==> config.mk <==
export PLATFORM = sky130hd
export DESIGN_NAME = gbp_predictor
export DESIGN_NICKNAME = d
export VERILOG_FILES = /design/src/rtl/gbp_pkg.sv /design/src/rtl/gbp_index.sv /design/src/rtl/gbp_history.sv /design/src/rtl/gbp_table.sv /design/src/rtl/gbp_predictor.sv
export SDC_FILE = /design/constraint.sdc
export NUM_CORES = 1
export LEC_CHECK = 0
export ABC_CLOCK_PERIOD_IN_PS = 5260
export CELL_PAD_IN_SITES_DETAIL_PLACEMENT = 1
export CELL_PAD_IN_SITES_GLOBAL_PLACEMENT = 1
export CORE_UTILIZATION = 51
export CTS_BUF_LIST = sky130_fd_sc_hd__clkbuf_8
export DETAILED_ROUTE_END_ITERATION = 7
export PLACE_DENSITY = 0.83
export REMOVE_ABC_BUFFERS = 1
export SLEW_MARGIN = 20
export SYNTH_ARGS = -nofsm -noshare
export SYNTH_HDL_FRONTEND = slang
export SYNTH_SLANG_ARGS = --single-unit
==> constraint.sdc <==
create_clock -name clk -period 5.26 [get_ports clk]
set_input_delay 1.315 -clock clk [delete_from_list [all_inputs] [get_ports clk]]
set_output_delay 1.315 -clock clk [all_outputs]
set_load 0.01 [all_outputs]
==> src/rtl/gbp_pkg.sv <==
`timescale 1ns/1ps
package gbp_pkg;

    typedef logic [1:0] ctr_t;

    typedef enum logic {
        IDX_CAT = 1'b0,
        IDX_XOR = 1'b1
    } idx_mode_e;

    localparam ctr_t CTR_LO   = 2'b00;
    localparam ctr_t CTR_HI   = 2'b11;
    localparam ctr_t CTR_INIT = CTR_LO;

    // saturating step toward the observed outcome
    function automatic ctr_t ctr_step(input ctr_t cur, input logic taken);
        ctr_t nxt;
        if (taken)
            nxt = (cur == CTR_HI) ? CTR_HI : ctr_t'(cur + 2'd1);
        else
            nxt = (cur == CTR_LO) ? CTR_LO : ctr_t'(cur - 2'd1);
        return nxt;
    endfunction

    function automatic logic ctr_dir(input ctr_t cur);
        return cur[1];
    endfunction

endpackage

==> src/rtl/gbp_index.sv <==
`timescale 1ns/1ps
module gbp_index
    import gbp_pkg::*;
#(
    parameter idx_mode_e MODE     = IDX_CAT,
    parameter int        IDX_W    = 6,
    parameter int        HIST_W   = 4,
    parameter int        CAT_HIST = 2
) (
    input  logic [IDX_W-1:0]  pc_bits,
    input  logic [HIST_W-1:0] hist,
    output logic [IDX_W-1:0]  idx
);
    localparam int ADDR_W = IDX_W - CAT_HIST;

    generate
        if (MODE == IDX_XOR) begin : g_fold
            always_comb idx = pc_bits ^ IDX_W'(hist);
        end else if (CAT_HIST == 0) begin : g_addr_only
            logic unused_hist;
            always_comb unused_hist = ^hist;
            always_comb idx = pc_bits;
        end else if (CAT_HIST >= IDX_W) begin : g_hist_only
            always_comb idx = hist[IDX_W-1:0];
        end else begin : g_join
            always_comb idx = {hist[CAT_HIST-1:0], pc_bits[ADDR_W-1:0]};
        end
    endgenerate

endmodule

==> src/rtl/gbp_history.sv <==
`timescale 1ns/1ps
module gbp_history #(
    parameter int HIST_W = 4
) (
    input  logic              clk,
    input  logic              rst,
    input  logic              shift_en,
    input  logic              outcome,
    output logic [HIST_W-1:0] hist
);
    always_ff @(posedge clk) begin
        if (rst)
            hist <= '0;
        else if (shift_en)
            hist <= HIST_W'({hist, outcome});
    end
endmodule

==> src/rtl/gbp_table.sv <==
`timescale 1ns/1ps
module gbp_table
    import gbp_pkg::*;
#(
    parameter int IDX_W = 6
) (
    input  logic             clk,
    input  logic             rst,
    input  logic [IDX_W-1:0] rd_a_idx,
    output ctr_t             rd_a,
    input  logic [IDX_W-1:0] rd_b_idx,
    output ctr_t             rd_b,
    input  logic             wr_en,
    input  logic [IDX_W-1:0] wr_idx,
    input  ctr_t             wr_val
);
    localparam int DEPTH = 1 << IDX_W;

    ctr_t cells [DEPTH];

    always_ff @(posedge clk) begin
        if (rst) begin
            for (int i = 0; i < DEPTH; i++)
                cells[i] <= CTR_INIT;
        end else if (wr_en) begin
            cells[wr_idx] <= wr_val;
        end
    end

    always_comb rd_a = cells[rd_a_idx];
    always_comb rd_b = cells[rd_b_idx];
endmodule

==> src/rtl/gbp_predictor.sv <==
`timescale 1ns/1ps
module gbp_predictor
    import gbp_pkg::*;
#(
    parameter idx_mode_e MODE     = IDX_CAT,
    parameter int        PC_W     = 16,
    parameter int        PC_LSB   = 2,
    parameter int        IDX_W    = 6,
    parameter int        HIST_W   = 4,
    parameter int        CAT_HIST = 2
) (
    input  logic            clk,
    input  logic            rst,
    input  logic [PC_W-1:0] lk_pc,
    output logic            lk_taken,
    input  logic            up_valid,
    input  logic [PC_W-1:0] up_pc,
    input  logic            up_taken
);
    logic [HIST_W-1:0] hist;
    logic [IDX_W-1:0]  lk_idx;
    logic [IDX_W-1:0]  up_idx;
    ctr_t              lk_ctr;
    ctr_t              up_old;
    ctr_t              up_new;

    gbp_index #(.MODE(MODE), .IDX_W(IDX_W), .HIST_W(HIST_W), .CAT_HIST(CAT_HIST)) u_lk_idx (
        .pc_bits (lk_pc[PC_LSB +: IDX_W]),
        .hist    (hist),
        .idx     (lk_idx)
    );

    gbp_index #(.MODE(MODE), .IDX_W(IDX_W), .HIST_W(HIST_W), .CAT_HIST(CAT_HIST)) u_up_idx (
        .pc_bits (up_pc[PC_LSB +: IDX_W]),
        .hist    (hist),
        .idx     (up_idx)
    );

    gbp_table #(.IDX_W(IDX_W)) u_table (
        .clk      (clk),
        .rst      (rst),
        .rd_a_idx (lk_idx),
        .rd_a     (lk_ctr),
        .rd_b_idx (up_idx),
        .rd_b     (up_old),
        .wr_en    (up_valid),
        .wr_idx   (up_idx),
        .wr_val   (up_new)
    );

    gbp_history #(.HIST_W(HIST_W)) u_hist (
        .clk      (clk),
        .rst      (rst),
        .shift_en (up_valid),
        .outcome  (up_taken),
        .hist     (hist)
    );

    always_comb up_new   = ctr_step(up_old, up_taken);
    always_comb lk_taken = ctr_dir(lk_ctr);

endmodule

==> impl_metrics.ini, run 1 <==
[setup_path]
cp_slowest_stage_delay_ns = 0.51
critPathSlowestCell = mux4_2
reg2reg_from = u_hist.hist[1]
worstPathMaxFanout = 8
reg2reg_depth = 8
crit_chain = dlygate4sd2_1, bufbuf_16, mux4_2, mux4_2, mux4_2, clkdlybuf4s50_1
reg2reg_slack_ns = 1.65
crit_top_cell = mux4_2
start_kind = input port
crit_path_end_kind = output port
r2r_end = u_table.cells[36][1]
crit_type = in2out
arrival_ns = 3.91
cp.required_ns = 3.94

[detailed_routing]
avgViaCountPerCell = 6.76
dr.pass1.iters = 5
wl_per_cell_um = 27.0
vias = 5478
drt_iter0_markers = 690
ant_nets = 0
wl_mm = 21.8
route.detailed.drc = 0

[sta]
slew_headroom_pct = 16.4
slew_violations = 0
skew_ns = 0.0187
period_minus_slack_ns = 5.23
setup_viol_count_final = 0
finalHoldViolCount = 0
fin_crit_sh_pct = 99.4
rsz0062_at_grt = no
fmax_ghz = 0.191
tightest_slew_ns = 1.25

[place]
globalplace.congestion = 0.848
placed_area_um2 = 7580
port_buffers = 12
post-dp-hpwl_mm = 14.4
dp_cells = 777

[min_path]
whs_path_depth = 2
whs_endpoint = u_hist.hist[1]
min_path_type = reg2reg
hp-start = u_hist.hist[1]

[finish]
n_fill_cell = 1420
final_cells = 810
area.sequential_um2 = 3880
syn2layout_area_growth_pct = 8.28
multi_input_area_um2 = 3170
utilization_pct = 57.4
drive_gt1_share_pct = 21.6
diodes = 0
stdcell_area_um2 = 8060
nNetsFinal = 653

[power]
finalPower_w = 0.00248
ir_worst_vdd_uv = 169
p_per_area_nw_per_um2 = 308
p_leak_nw = 2.82

[yosys]
ys_seq_elements = 130
ys_top_cells_by_count = edfxtp_1 (128), nor2_1 (104), nand2_1 (53)
synthArstFlopShare_pct = 0
yosys-top-cells-area = edfxtp_1 (52%), mux4_2 (8.8%), nor2_1 (5.2%)
synth_edf_count = 128
ys_seq_area_share_pct = 52.2
synth.top_cell.area_share_pct = 51.6
yosysWarnings = 0
synthFlopType = edfxtp_1
syn_area_um2 = 7450
netlist_instances = 622
yosysMostFrequentCell = edfxtp_1
yosysTopAreaCell = edfxtp_1
synth_area_per_cell_um2 = 12.0
synth_cell_types = 56

[flow_run]
drv_cap = 0

[cts]
cts_max_level = 4
worstSkewPairLatency_ns = 0.48
cts_tree = yes
post_cts_resized = 1
cts_setup_buffers = 0
cts_buffers = 17
cts_max_path_buffers = 2
cts_sinks = 130
cts_root_buffer = clkbuf_8
postCtsHoldBufs = 0
path_clk_slew_ns = 0.07

[grt]
met2_usage_pct = 50.6
antenna_found_initial = 1
use_met3_pct = 7.85
busiest_layer = met2
grt_max_degree = 43
gr-total-overflow = 0
grt_pass1_vias = 5659
grt_pass1_wl_mm = 33.2
grt_use_met1_pct = 38.8
grt.total_usage_pct = 31.0

[die]
die_h_um = 123
initial_core_util_pct = 53.0
rows = 43
dieArea_um2 = 15100
coreArea_um2 = 14000
num_io_pins = 37
die_x_um = 123

[status]
status = finished, final reports clean
-- per-stage QoR --
| step | setup WS (ns) | setup TNS (ns) | hold slack (ns) |
|---|---|---|---|
| finish | 0.0312 | 0 | 0.939 |
| global route | 0.00617 | 0 | 0.999 |
| CTS | 0.0298 | 0 | 0.843 |
| detailed placement | -0.108 | -0.108 | 0.831 |
| global placement | -0.100 | -0.100 | 0.818 |
| floorplan | 1.21 | 0 | 0.696 |
-- layout by cell type (no fill, tap or decap), types with 5 or more instances in the layout --
cell,n
nand2_1,53
mux4_2,29
buf_4,18
nand3b_1,7
clkbuf_8,17
mux2i_1,27
edfxtp_1,128
a21o_1,15
a31oi_1,6
nor3_1,11
nand2b_1,46
nand3_1,9
clkdlybuf4s50_1,7
mux2_2,5
o21ai_0,5
o22ai_1,8
nor3_2,31
nor2_1,104
bufinv_16,5
a22oi_1,7
-- registers in the layout, summed over array words and instances (netlist names) --
register       count
u_hist.hist        2
u_table.cells    128
-- area by class of cell --
class                           instances  share of cell area, %
Multi-Input combinational cell        432                   39.3
Clock inverter                         15                   2.67
Clock buffer                           17                   2.90
Timing Repair Buffer                   34                   4.05
Inverter                                2                 0.0931
Sequential cell                       130                   48.2
Tap cell                              180                   2.79
-- where the power goes --
| group | switching (W) | internal [W] |
|---|---|---|
| combinational | 0.000197 | 0.000111 |
| sequential | 0.0000244 | 0.00117 |
| clock | 0.000416 | 0.000561 |
| total | 0.000637 | 0.00184 |
-- critical path: cells and delay by family --
| kind | cells | cell delay, ns |
|---|---|---|
| multiplexers | 3 | 1.46 |
| buffers and inverters | 3 | 1.13 |
-- how the worst max path moves through the flow --
| stage | to | cells past startpoint | slack, ns | start |
|---|---|---|---|---|
| after floorplan | lk_taken | 3 | 1.21 | lk_pc[2] |
| after global placement | lk_taken | 6 | -0.10 | lk_pc[2] |
| after detailed placement | lk_taken | 6 | -0.11 | lk_pc[2] |
| after CTS | lk_taken | 6 | 0.03 | lk_pc[2] |
| after global routing | lk_taken | 6 | 0.006 | lk_pc[2] |
| final | lk_taken | 6 | 0.03 | lk_pc[2] |
-- layer usage --
layer / part of all wire [%] / up-vias
li1: - / 2300
met1: 39 / 2820
met2: 49 / 305
met3: 8.5 / 53
met4: 3.3 / 0
met5: 0 / -
-- logic make-up (layout without fill, tap and decap cells) --
family	Yosys count	in the layout	synth area share (%)
buffers and inverters	60	68	5.26
AND/OR/NAND/NOR	295	295	21.7
flip-flops	130	130	52.2
AO/OA/AOI/OAI	73	73	7.23
multiplexers	62	62	13.3
adder cells (fa/ha/maj)	2	2	0.302
(Power assumes the default switching activity.)
==> run 2, diff against run 1 <==
--- a/config.mk
+++ b/config.mk
@@ -11,6 +11,7 @@
 export CORE_UTILIZATION = 51
 export CTS_BUF_LIST = sky130_fd_sc_hd__clkbuf_8
 export DETAILED_ROUTE_END_ITERATION = 7
+export MAX_ROUTING_LAYER = met4
 export PLACE_DENSITY = 0.83
 export REMOVE_ABC_BUFFERS = 1
 export SLEW_MARGIN = 20
==> run 2 against run 1 <==
  * Hold slack worse by 0.0039 ns
  * Design area is essentially flat
  * Core utilization about the same
  * Global-route usage rose by 0.90 points
  * Sequential power about the same
  * Die area is the same
  * Non-clock buffer count did not move
  * Power about the same
  * Clock power is essentially flat
  * Combinational power hardly changed
  * Count of clock-buffer cells in the layout stayed put
==> impl_metrics.ini, run 2 (same netlist as run 1, synthesis figures left out) <==
[detailed_routing]
ant_nets = 0
wl_mm = 21.9
met1_length_mm = 8.37
drt_iter0_markers = 635
dr_wl_met3_mm = 1.94
highest_layer = met4
vias = 5429
dr.pass1.iters = 5
wl_per_cell_um = 27.0
route.detailed.drc = 0
avgViaCountPerCell = 6.69
dr_wl_met2_mm = 10.8

[finish]
syn2layout_area_growth_pct = 8.32
final_cell_mix = edfxtp_1 (128), nor2_1 (104), nand2_1 (53)
final_common_cell = edfxtp_1
nNetsFinal = 653
largestRegisters = u_table.cells (128), u_hist.hist (2)
drive_gt1_share_pct = 21.6
top_register = u_table.cells
final_cells = 811
largest_register_ffs = 128

[place]
port_buffers = 12
dp_cells = 777
post-dp-hpwl_mm = 14.4
globalplace.congestion = 0.862

[die]
coreArea_um2 = 14000
dieArea_um2 = 15100
die_x_um = 123
num_io_pins = 37
initial_core_util_pct = 53.0
rows = 43
die_h_um = 123

[power]
p_comb_share_pct = 12.4
switching_share_pct = 25.6
switching_power_w = 0.000635
pwr-share-clk_pct = 39.4
p_per_area_nw_per_um2 = 307
seq_power_share_pct = 48.3
ir_worst_vdd_uv = 166
p_leak_nw = 2.82
internal-power_w = 0.00184

[setup_path]
crit_path_end_kind = output port
start_kind = input port
arrival_ns = 3.91
crit_type = in2out
worstPathMaxFanout = 8
cp.required_ns = 3.94
reg2reg_slack_ns = 1.63

[sta]
fin_worst_hold_slack_ns = 0.935
slew_violations = 0
tightest_slew_ns = 1.22
skew_ns = 0.0175
setup_viol_count_final = 0
fin_crit_sh_pct = 99.3
rsz0062_at_grt = no
fmax_ghz = 0.191
finalHoldViolCount = 0
slew_headroom_pct = 18.0
fin_setup_tns_ns = 0
period_minus_slack_ns = 5.22

[grt]
grt_max_degree = 43
grt_pass1_vias = 5650
antenna_found_initial = 1
grt.total_usage_pct = 31.9
gr-total-overflow = 0
grt_pass1_wl_mm = 33.2

[cts]
path_clk_slew_ns = 0.07
post_cts_resized = 1
cts_setup_buffers = 0
cts_max_level = 4
cts_tree = yes
cts_root_buffer = clkbuf_8
postCtsHoldBufs = 0
cts_sinks = 130
cts_buffers = 17
worstSkewPairLatency_ns = 0.47
cts_max_path_buffers = 2

[min_path]
min_path_type = reg2reg

[status]
status = finished, final reports clean

[flow_run]
drv_cap = 0
[run 2: worst paths after layout]
kind                                startpoint                    to  cells past startpoint
worst min-delay path            u_hist.hist[1]        u_hist.hist[1]                      2
worst max register to register  u_hist.hist[1]  u_table.cells[36][1]                      8
worst max-delay path                  lk_pc[2]              lk_taken                      6
worst min register to register  u_hist.hist[1]        u_hist.hist[1]                      2
[run 2: cell type report]
type | count | area [µm²]
Antenna cell | 1 | 2.50
Clock buffer | 17 | 234
Clock inverter | 15 | 215
Fill cell | 1421 | 5980
Inverter | 2 | 7.51
Multi-Input combinational cell | 432 | 3170
Sequential cell | 130 | 3880
Tap cell | 180 | 225
Timing Repair Buffer | 34 | 327
[run 2: stage by stage]
stage / utilization (%) / cell area (µm²) / worst slack, ns / power [W]
after global routing: 57.4 / 8070 / 0.00617 / 0.00254
after global placement: 54.0 / 7580 / -0.100 / 0.00150
after detailed placement: 54.0 / 7580 / -0.108 / 0.00152
after floorplan: - / 7060 / 1.21 / 0.00137
after CTS: 57.4 / 8060 / 0.0298 / 0.00247
final: 57.4 / 8070 / 0.0354 / 0.00248
[run 2: power by group through the flow]
stage	Combinational, W	Sequential [W]	Clock (W)
after CTS	0.000304	0.00119	0.000976
after global placement	0.000286	0.00121	0
after floorplan	0.000167	0.00120	0
after global routing	0.000322	0.00120	0.00102
after detailed placement	0.000298	0.00122	0
final	0.000307	0.00120	0.000975
[run 2: layer usage]
metal,up-vias,track usage [%]
met2,315,50.5
met5,-,-
met1,2742,38.8
met3,64,7.71
li1,2308,-
met4,0,13.9
[run 2: critical path, cell delays in order]
cell	delay [ns]
dlygate4sd2_1	0.31
bufbuf_16	0.33
mux4_2	0.51
mux4_2	0.48
mux4_2	0.49
clkdlybuf4s50_1	0.49
